## config.mk

```make
export PLATFORM = sky130hd
export DESIGN_NAME = dme_top
export DESIGN_NICKNAME = d
export VERILOG_FILES = /design/src/rtl/dme_pkg.sv /design/src/rtl/dme_layout.sv /design/src/rtl/dme_mem.sv /design/src/rtl/dme_top.sv
export SDC_FILE = /design/constraint.sdc
export NUM_CORES = 1
export LEC_CHECK = 0
export BUFFER_PORTS_ARGS = -buffer_cell sky130_fd_sc_hd__buf_2
export CORE_MARGIN = 2
export CORE_UTILIZATION = 30
export CTS_CLUSTER_SIZE = 25
export DETAILED_ROUTE_END_ITERATION = 7
export MAX_ROUTING_LAYER = met4
export PLACE_DENSITY = 0.45
export SYNTH_ARGS = -nofsm -noshare
export SYNTH_HDL_FRONTEND = slang
export SYNTH_SLANG_ARGS = --single-unit
```

## constraint.sdc

```tcl
create_clock -name clk -period 3.2 [get_ports clk]
set_input_delay 0.48 -clock clk [delete_from_list [all_inputs] [get_ports clk]]
set_output_delay 0.48 -clock clk [all_outputs]
set_load 0.005 [all_outputs]
```

## src/rtl/dme_pkg.sv

```systemverilog
package dme_pkg;

    typedef enum logic [1:0] {
        MUX4 = 2'b00,
        STAT = 2'b01,
        MUX3 = 2'b10,
        MUX2 = 2'b11
    } mux_e;

    typedef enum logic [1:0] {
        S_IDLE = 2'd0,
        S_CMD  = 2'd1,
        S_DATA = 2'd2,
        S_ACK  = 2'd3
    } st_e;

    typedef enum logic [1:0] {
        OP_MASK = 2'd0,
        OP_AND  = 2'd1,
        OP_OR   = 2'd2,
        OP_CLR  = 2'd3
    } memop_e;

    // number of memory words one data byte occupies
    function automatic logic [2:0] step_count(input mux_e m);
        unique case (m)
            STAT:    return 3'd4;
            MUX2:    return 3'd4;
            MUX3:    return 3'd3;
            default: return 3'd2;
        endcase
    endfunction

endpackage

```

## src/rtl/dme_layout.sv

```systemverilog
module dme_layout
    import dme_pkg::*;
#(
    parameter int BW = 8,
    parameter int W  = 4
) (
    input  mux_e          mode,
    input  logic [BW-1:0] byte_i,
    input  logic [1:0]    step,
    output logic [W-1:0]  val,
    output logic [W-1:0]  mask
);
    localparam int IW = $clog2(BW);

    logic [IW-1:0] lo_idx;
    logic [IW-1:0] hi_idx;

    always_comb begin
        lo_idx = IW'({step, 1'b0});
        hi_idx = IW'({step, 1'b1});
    end

    always_comb begin
        val  = '0;
        mask = '0;
        unique case (mode)
            STAT: begin
                val[0]  = byte_i[IW'(step)];
                mask    = W'(1);
            end
            MUX2: begin
                val[0]  = byte_i[lo_idx];
                val[1]  = byte_i[hi_idx];
                mask    = W'(3);
            end
            MUX3: begin
                mask = W'(7);
                unique case (step)
                    2'd0:    val = W'(byte_i[2:0]);
                    2'd1:    val = W'(byte_i[5:3]);
                    default: val = W'(byte_i[7:6]);
                endcase
            end
            MUX4: begin
                mask = '1;
                val  = step[0] ? byte_i[7:4] : byte_i[3:0];
            end
        endcase
    end

endmodule

```

## src/rtl/dme_mem.sv

```systemverilog
module dme_mem
    import dme_pkg::*;
#(
    parameter int DEPTH = 32,
    parameter int W     = 4,
    localparam int AW   = $clog2(DEPTH)
) (
    input  logic          clk,
    input  logic          rst_n,
    input  logic          we,
    input  memop_e        op,
    input  logic [AW-1:0] addr,
    input  logic [W-1:0]  wdata,
    input  logic [W-1:0]  wmask,
    input  logic [AW-1:0] rd_addr,
    output logic [W-1:0]  rd_data
);
    logic [W-1:0] mem_q [DEPTH];
    logic [W-1:0] cur_word;
    logic         any_set;

    always_ff @(posedge clk or negedge rst_n) begin
        if (!rst_n) begin
            for (int i = 0; i < DEPTH; i++) mem_q[i] <= '0;
        end else if (we) begin
            unique case (op)
                OP_MASK: mem_q[addr] <= (mem_q[addr] & ~wmask) | (wdata & wmask);
                OP_AND:  mem_q[addr] <= mem_q[addr] & wdata;
                OP_OR:   mem_q[addr] <= mem_q[addr] | wdata;
                OP_CLR:  for (int i = 0; i < DEPTH; i++) mem_q[i] <= '0;
            endcase
        end
    end

    always_comb begin
        rd_data  = mem_q[rd_addr];
        cur_word = mem_q[addr];
        any_set  = 1'b0;
        for (int i = 0; i < DEPTH; i++) any_set = any_set | (|mem_q[i]);
    end

    AST_CLR_EMPTY: assert property (@(posedge clk) disable iff (!rst_n)
        (we && op == OP_CLR) |=> !any_set);

    AST_MASK_KEEP: assert property (@(posedge clk) disable iff (!rst_n)
        (we && op == OP_MASK) |=>
        ((mem_q[$past(addr)] & ~$past(wmask)) == ($past(cur_word) & ~$past(wmask))));

endmodule

```

## src/rtl/dme_top.sv

```systemverilog
module dme_top
    import dme_pkg::*;
#(
    parameter int DEPTH = 32,
    parameter int W     = 4,
    parameter int BW    = 8,
    localparam int AW   = $clog2(DEPTH)
) (
    input  logic          clk,
    input  logic          rst_n,
    input  logic [BW-1:0] byte_in,
    input  logic          is_cmd,
    input  logic          byte_vld,
    input  logic          cs_rise,
    input  logic          cs_fall,
    input  logic [AW-1:0] rd_addr,
    output logic [W-1:0]  rd_disp,
    output logic [W-1:0]  rd_blink,
    output logic [AW-1:0] cur_ptr,
    output logic [1:0]    mux_sel,
    output logic          mode_hi,
    output logic [1:0]    frame_div,
    output logic          disp_on,
    output logic          blink_on,
    output logic          blink_rate,
    output logic          dec_en,
    output logic          latch_stb,
    output logic          done
);
    st_e           state, nstate;
    logic [BW-1:0] byte_q;
    logic [1:0]    step_q;
    logic [AW-1:0] ptr_q;
    mux_e          mux_q;
    logic          m2_q;
    logic [1:0]    fdiv_q;
    logic          on_q, bon_q, brate_q, dec_q;
    logic          pause_q, hold_q, latch_q;

    logic          d_we, b_we;
    memop_e        mop;
    logic [W-1:0]  mwdata, mwmask;
    logic [W-1:0]  lay_val, lay_mask;
    logic [1:0]    last_step;
    logic          cs_evt;
    logic          is_imm, is_ldp;

    always_comb begin
        cs_evt    = cs_rise | cs_fall;
        last_step = 2'(step_count(mux_q) - 3'd1);
        is_ldp    = (byte_q[7:5] == 3'b111);
        is_imm    = byte_q[7] && !is_ldp;
    end

    dme_layout #(.BW(BW), .W(W)) u_layout (
        .mode   (mux_q),
        .byte_i (byte_q),
        .step   (step_q),
        .val    (lay_val),
        .mask   (lay_mask)
    );

    // next state
    always_comb begin
        nstate = state;
        unique case (state)
            S_IDLE: if (!cs_evt && byte_vld) nstate = is_cmd ? S_CMD : S_DATA;
            S_CMD:  nstate = S_ACK;
            S_DATA: if (step_q == last_step) nstate = S_ACK;
            S_ACK:  nstate = S_IDLE;
        endcase
    end

    // state register
    always_ff @(posedge clk or negedge rst_n) begin
        if (!rst_n) state <= S_IDLE;
        else        state <= nstate;
    end

    // memory port control
    always_comb begin
        d_we   = 1'b0;
        b_we   = 1'b0;
        mop    = OP_MASK;
        mwdata = byte_q[W-1:0];
        mwmask = '1;
        unique case (state)
            S_CMD: begin
                if (is_imm) begin
                    d_we = byte_q[4];
                    b_we = !byte_q[4];
                    unique case (byte_q[6:5])
                        2'b10:   mop = OP_MASK;
                        2'b01:   mop = OP_OR;
                        default: mop = OP_AND;
                    endcase
                end else if (byte_q == 8'h20) begin
                    d_we = 1'b1;
                    mop  = OP_CLR;
                end else if (byte_q == 8'h00) begin
                    b_we = 1'b1;
                    mop  = OP_CLR;
                end
            end
            S_DATA: begin
                d_we   = 1'b1;
                mwdata = lay_val;
                mwmask = lay_mask;
            end
            default: ;
        endcase
    end

    // register outputs and datapath
    always_ff @(posedge clk or negedge rst_n) begin
        if (!rst_n) begin
            byte_q  <= '0;
            step_q  <= '0;
            ptr_q   <= '0;
            mux_q   <= MUX4;
            m2_q    <= 1'b0;
            fdiv_q  <= '0;
            on_q    <= 1'b0;
            bon_q   <= 1'b0;
            brate_q <= 1'b0;
            dec_q   <= 1'b0;
            pause_q <= 1'b0;
            hold_q  <= 1'b0;
            latch_q <= 1'b0;
        end else begin
            latch_q <= 1'b0;
            unique case (state)
                S_IDLE: begin
                    if (cs_rise) begin
                        latch_q <= !pause_q;
                        if (pause_q) begin
                            pause_q <= 1'b0;
                            hold_q  <= 1'b1;
                        end
                    end else if (cs_fall) begin
                        if (hold_q) hold_q <= 1'b0;
                        else        ptr_q  <= '0;
                    end else if (byte_vld) begin
                        byte_q <= byte_in;
                        step_q <= '0;
                    end
                end
                S_CMD: begin
                    if (is_ldp) begin
                        ptr_q <= byte_q[AW-1:0];
                    end else if (is_imm) begin
                        ptr_q <= ptr_q + AW'(1);
                    end else if (byte_q[7:5] == 3'b010) begin
                        m2_q   <= byte_q[4];
                        mux_q  <= mux_e'(byte_q[3:2]);
                        fdiv_q <= byte_q[1:0];
                    end else if (byte_q[7:1] == 7'b0001101) begin
                        bon_q   <= 1'b1;
                        brate_q <= byte_q[0];
                    end else begin
                        unique case (byte_q)
                            8'h20, 8'h00: ptr_q   <= '0;
                            8'h38:        pause_q <= 1'b1;
                            8'h30:        pause_q <= 1'b0;
                            8'h11:        on_q    <= 1'b1;
                            8'h10:        on_q    <= 1'b0;
                            8'h18:        bon_q   <= 1'b0;
                            8'h15:        dec_q   <= 1'b1;
                            8'h14:        dec_q   <= 1'b0;
                            default: ;
                        endcase
                    end
                end
                S_DATA: begin
                    ptr_q  <= ptr_q + AW'(1);
                    step_q <= step_q + 2'd1;
                end
                S_ACK: ;
            endcase
        end
    end

    dme_mem #(.DEPTH(DEPTH), .W(W)) u_disp (
        .clk(clk), .rst_n(rst_n), .we(d_we), .op(mop), .addr(ptr_q),
        .wdata(mwdata), .wmask(mwmask), .rd_addr(rd_addr), .rd_data(rd_disp)
    );

    dme_mem #(.DEPTH(DEPTH), .W(W)) u_blink (
        .clk(clk), .rst_n(rst_n), .we(b_we), .op(mop), .addr(ptr_q),
        .wdata(mwdata), .wmask(mwmask), .rd_addr(rd_addr), .rd_data(rd_blink)
    );

    always_comb begin
        cur_ptr    = ptr_q;
        mux_sel    = mux_q;
        mode_hi    = m2_q;
        frame_div  = fdiv_q;
        disp_on    = on_q;
        blink_on   = bon_q;
        blink_rate = brate_q;
        dec_en     = dec_q;
        latch_stb  = latch_q;
        done       = (state == S_ACK);
    end

    AST_ACK_PULSE: assert property (@(posedge clk) disable iff (!rst_n)
        done |=> !done);

    AST_DATA_STEP: assert property (@(posedge clk) disable iff (!rst_n)
        (state == S_DATA) |=> (cur_ptr == $past(cur_ptr) + AW'(1)));

    AST_LOAD_PTR: assert property (@(posedge clk) disable iff (!rst_n)
        (state == S_CMD && byte_q[7:5] == 3'b111) |=> (cur_ptr == $past(byte_q[AW-1:0])));

    AST_PAUSE_NO_LATCH: assert property (@(posedge clk) disable iff (!rst_n)
        (state == S_IDLE && cs_rise && pause_q) |=> !latch_stb);

    AST_CS_FALL_PTR: assert property (@(posedge clk) disable iff (!rst_n)
        (state == S_IDLE && cs_fall && !cs_rise && !hold_q) |=> (cur_ptr == '0));

endmodule

```

## After elaboration in Yosys (flattened, before gate mapping)

Cells that the tools add are included.

| cells by class | value |
|---|---|
| add/sub/neg operators | 3 |
| magnitude comparators | 6 |
| equality and inequality tests | 41 |
| muxes and demuxes | 82 |
| bitwise logic cells | 19 |
| reductions and logical operators | 32 |

Operator list:

| operator | count |
|---|---|
| case mux 128 bit (4 select lines) | 2 |
| bitwise mux 128 bit | 6 |
| binary-select mux 4 bit (select 5 bit) | 4 |
| 2-to-1 mux 4 bit | 12 |
| == test 8 x 5 -> 1 bit (second input constant) | 5 |
| 2-to-1 mux 5 bit | 8 |
| == test 8 x 6 -> 1 bit (second input constant) | 3 |
| inequality test 2 bit (second input constant) | 12 |
| 2-to-1 mux 1 bit | 21 |
| AND 4 bit | 5 |
| demux 4 bit (select 5 bit) | 1 |
| 2-to-1 mux 2 bit | 10 |
| OR 4 bit | 4 |
| case mux 2 bit (2 select lines) | 4 |
| case mux 4 bit (4 select lines) | 1 |
| case mux 5 bit (3 select lines) | 1 |
| == test 2 bit (second input constant) | 7 |
| AND reduction 7 bit | 2 |
| >= comparator 6 bit (second input constant) | 2 |
| NOT 5 -> 6 bit | 2 |
| AND reduction 4 bit | 3 |
| AND reduction 6 bit | 2 |
| nonzero test 2 bit | 6 |
| == test 2 x 1 -> 1 bit (second input constant) | 5 |
| other kinds (32) | 55 |

| word-level totals | value |
|---|---|
| bits in registers | 285 |
| input bits | 19 |
| output and inout port bits | 24 |
| word-level logic and storage cells | 261 |

## Depth between registers and ports, before layout

| depth | value |
|---|---|
| depth in word-level cells | 8 |
| mapped depth | 15 |
| mapped depth without buffers | 10 |

## Modules after synthesis

From an unflattened synthesis, not the netlist that was laid out.

| second synthesis, totals | value |
|---|---|
| cells, all modules | 2197 |
| area total of the unflattened synthesis | 19834.0 um^2 |

By module, submodules not included:

| module | instances | cells an instance | area an instance (um^2) | seq. area each (um^2) |
|---|---|---|---|---|
| dme_mem | 2 | 988 | 8871.0 | 3203.1 |
| dme_top | 1 | 185 | 1811.7 | 725.7 |
| dme_layout | 1 | 36 | 280.3 | 0.0 |

## Worst setup path before layout

Ideal clock, no wire load.

| path | value |
|---|---|
| kind | input -> output |
| start point | in rd_addr[0] |
| end point | out rd_disp[2] |
| arrival time | 2682 ps |
| data required time | 2720 ps |
| path slack | 38 ps |
| cell stages on the path | 5 |
| path buffers | 2 |
| path through | clkbuf_1 buf_1 mux4_2 mux4_2 mux2_2 |

| between the ends | value |
|---|---|
| word-level cells in the longest chain between the ends | 4 |

RTL lines:

| item | RTL line | text |
|---|---|---|
| start: declaration | dme_top.sv:16 | `input logic [AW-1:0] rd_addr,` |
| NOT 5 -> 6 bit (implied by the code) | dme_mem.sv:36 | `rd_data = mem_q[rd_addr];` |
| binary-select mux 4 bit (select 5 bit) | dme_mem.sv:36 |  |
| 2-to-1 mux 4 bit (implied by the code) (2 in a row) | dme_mem.sv:36 |  |
| end: declaration | dme_top.sv:17 | `output logic [W-1:0] rd_disp,` |

No other way between the ends. The select of a mux whose other input is x is not followed.

==> results.txt <==
Commonest cells in the netlist - dfrtp_1 (285), nor2_1 (219), o21ai_0 (214)
Main synth FF type - dfrtp_1
Ys Warns - 0
Setup_tns - 0 ns
WL met2 - 44200 µm
Die area - 64700 µm²
Clock transition at path regs - 0.07 ns
Row cnt - 91
Setup crit start kind - register
CP required - 3.64 ns
Slew Limit Fails - 0
Post-synthesis cell area - 18800 µm²
Total GRT Usage - 0.318
Max incr delay on CP - 0.67 ns
Reg2Reg Setup Slack - 0.06 ns
Routed met3 length - 8400 µm
Core Footprint - 61800 µm²
CP Max Fanout - 8
Largest net degree at the start of global routing - 86
Highest metal used - met4
Drt first pass iters - 7
EDFF count, synth - 0
Starting Density - 0.304
CP top delay family - simple AND/OR/NAND/NOR gates
RSZ-0062 raised after global routing - true
Synthesized Nets - 2012
DR WL/cell - 32.6 µm
DR DRC count - 0
Endpoint class of the critical path - register
Post-route cell area - 23300 µm²
Distinct cells, synth - 81
Worst path slowest cell - nor2_1
Avg Inst Size Synth - 9.51 µm²
Die Y - 254 µm
Cell count after synthesis - 1978
CTS H-Tree Depth - 2
DRT iter0 DRCs - 2244
CTS Buf Count - 40
Top cell type's share of synthesized area - 0.379
First-pass GRT wire length - 142000 µm
Yosys reg bits - 285
Final Cycle Share - 0.982
HPWL Detailed - 74300 µm
Worst path cell trace - buf_4 -> buf_4 -> inv_2 -> ha_1 -> nand2b_1 -> nor2_1 -> nor2_1 -> o21ai_0 -> o21ai_1
Most frequent cell after synthesis - dfrtp_1
Final setup fails - 0
Post-layout min period - 3.14 ns
Multi-input gate area - 10900 µm²
CTS root buf - clkbuf_16
Clock Latency Late Sink - 0.58 ns
WP buf/inv - 3
Status - finished, final reports clean
Crit path DAT - 3.58 ns
Placed Area - 22000 µm²
DRT met1 WL - 41300 µm
CTS tree - built
Post-synthesis async set-or-reset flop share - 1.00
Rel. slew slack - 0.428
WL final - 99500 µm
Tightest Hold Check Type - input pin to register
Vias in the first global route - 18400
Grt ovf - 0
Layout area overhead - 24.2%
PortBufs - 42
Total power - 18.3 mW
Vias - 19200
PD cells - 784 nW/µm²
Number of vias per cell - 6.30
DIE WIDTH - 254 µm
Share of cells above drive strength 1 - 0.264
Worst IR Drop VDD - 0.526 mV
Leakage - 9.37 nW
Detail Route Antenna Nets - 0
CTS Sinks - 285
Filler cell count - 6243
Sequential area share after synthesis - 0.379
Count of final hold-check violations - 0
Final Skew - 0.0303 ns
Top Ports - 43
Fin nets - 2222
Fmax - 0.318 GHz
Most area-consuming cells after synthesis - dfrtp_1 (38%), mux4_2 (12%), o21ai_0 (5.7%), nor2_1 (4.4%), mux2i_1 (3.9%)
Routability cong. - 0.993
Fin Hold WS - 0.134 ns
Initial antenna violation count - 0
CTS Buffer Depth - 3
Crit Path Category - register to register
Leading area contributor after synthesis - dfrtp_1
Max_cap viols - 0
Tightest Pin Transition - 0.855 ns
Register area - 7140 µm²
==> metal layers <==
metal | up-vias | GRT usage
li1 | 7994 | -
met1 | 9869 | 0.426
met2 | 1126 | 0.474
met3 | 239 | 0.0478
met4 | 0 | 0.148
met5 | - | -
==> placed cells by master (no fill, tap or decap), types with 14 or more instances in the layout <==
master	Yosys	routed
clkbuf_16	0	41
a21oi_1	132	132
a31oi_1	45	45
o21ai_1	92	89
buf_4	4	265
a32o_1	16	16
buf_2	26	39
o22ai_1	56	55
mux4_2	103	103
nand2_1	126	123
nor2_1	219	217
buf_12	0	36
o221a_1	22	22
a211oi_1	17	17
ha_1	15	14
o31ai_1	29	28
mux2_2	33	33
a221oi_1	21	21
mux2i_1	74	74
o21ai_0	214	214
nor2b_1	16	16
inv_1	23	23
o22a_1	29	29
nand3_1	50	50
dfrtp_1	285	280
a22o_1	26	25
==> cell type report <==
cell class | instances | share of cell area
timing repair buffer | 343 | 0.126
tap | 837 | 0.0449
antenna | 1 | 0.000107
multi-input combinational | 1493 | 0.466
clock buffer | 55 | 0.0492
clock inverter | 12 | 0.00397
sequential | 285 | 0.306
inverter | 25 | 0.00402
==> power breakdown <==
| group | switching (mW) | internal [mW] |
|---|---|---|
| Clock | 1.82 | 2.57 |
| Combinational | 5.94 | 3.36 |
| Sequential | 0.557 | 4.05 |
| Total | 8.32 | 9.98 |
==> path summary, 6_finish.rpt <==
kind	startpoint	end	depth (start not counted)
setup reg to reg	cur_ptr[0]	register	9
hold reg to reg	pause_q	latch_stb	1
max in group asynchronous	rst_n	asynchronous set/reset pin	3
min in group asynchronous	rst_n	asynchronous set/reset pin	2
setup / recovery	cur_ptr[0]	register	9
hold / removal	byte_in[6]	byte_q[6]	3
==> logic make-up after synthesis <==
family | after synthesis | synth area share
AOI/OAI and AO/OA | 748 | 0.249
and+or+nand+nor | 510 | 0.126
DFF | 285 | 0.379
muxes | 217 | 0.188
buffers and inverters | 200 | 0.0464
adders and majority gates | 17 | 0.0110
xor gates and xnor gates | 1 | 0.000466
==> stage by stage <==
stage,instances,worst slack (ns),util
detailed placement,2981,0.0528,0.356
floorplan,1978,0.0382,-
global route,3050,-0.00373,0.378
CTS,3049,0.0218,0.377
finish,3051,0.0581,0.378
global placement,2981,0.0568,0.356
==> worst register-to-register path, delay by kind of cell, from the launching register on <==
kind / cells / cell delay, ns
buffers and inverters: 3 / 0.46
AND/OR/NAND/NOR: 3 / 1.32
adder cells (fa/ha/maj): 1 / 0.38
AO/OA/AOI/OAI: 2 / 0.36
flip-flops: 1 / 0.49
==> repair_timing <==
item,4_1_cts,5_1_grt
hold buffers,1,0
endpoints found under the setup margin,0,67
buffers inserted,0,1
hold endpoints to repair,19,0
resized for setup,0,16
(Power assumes the default switching activity.)
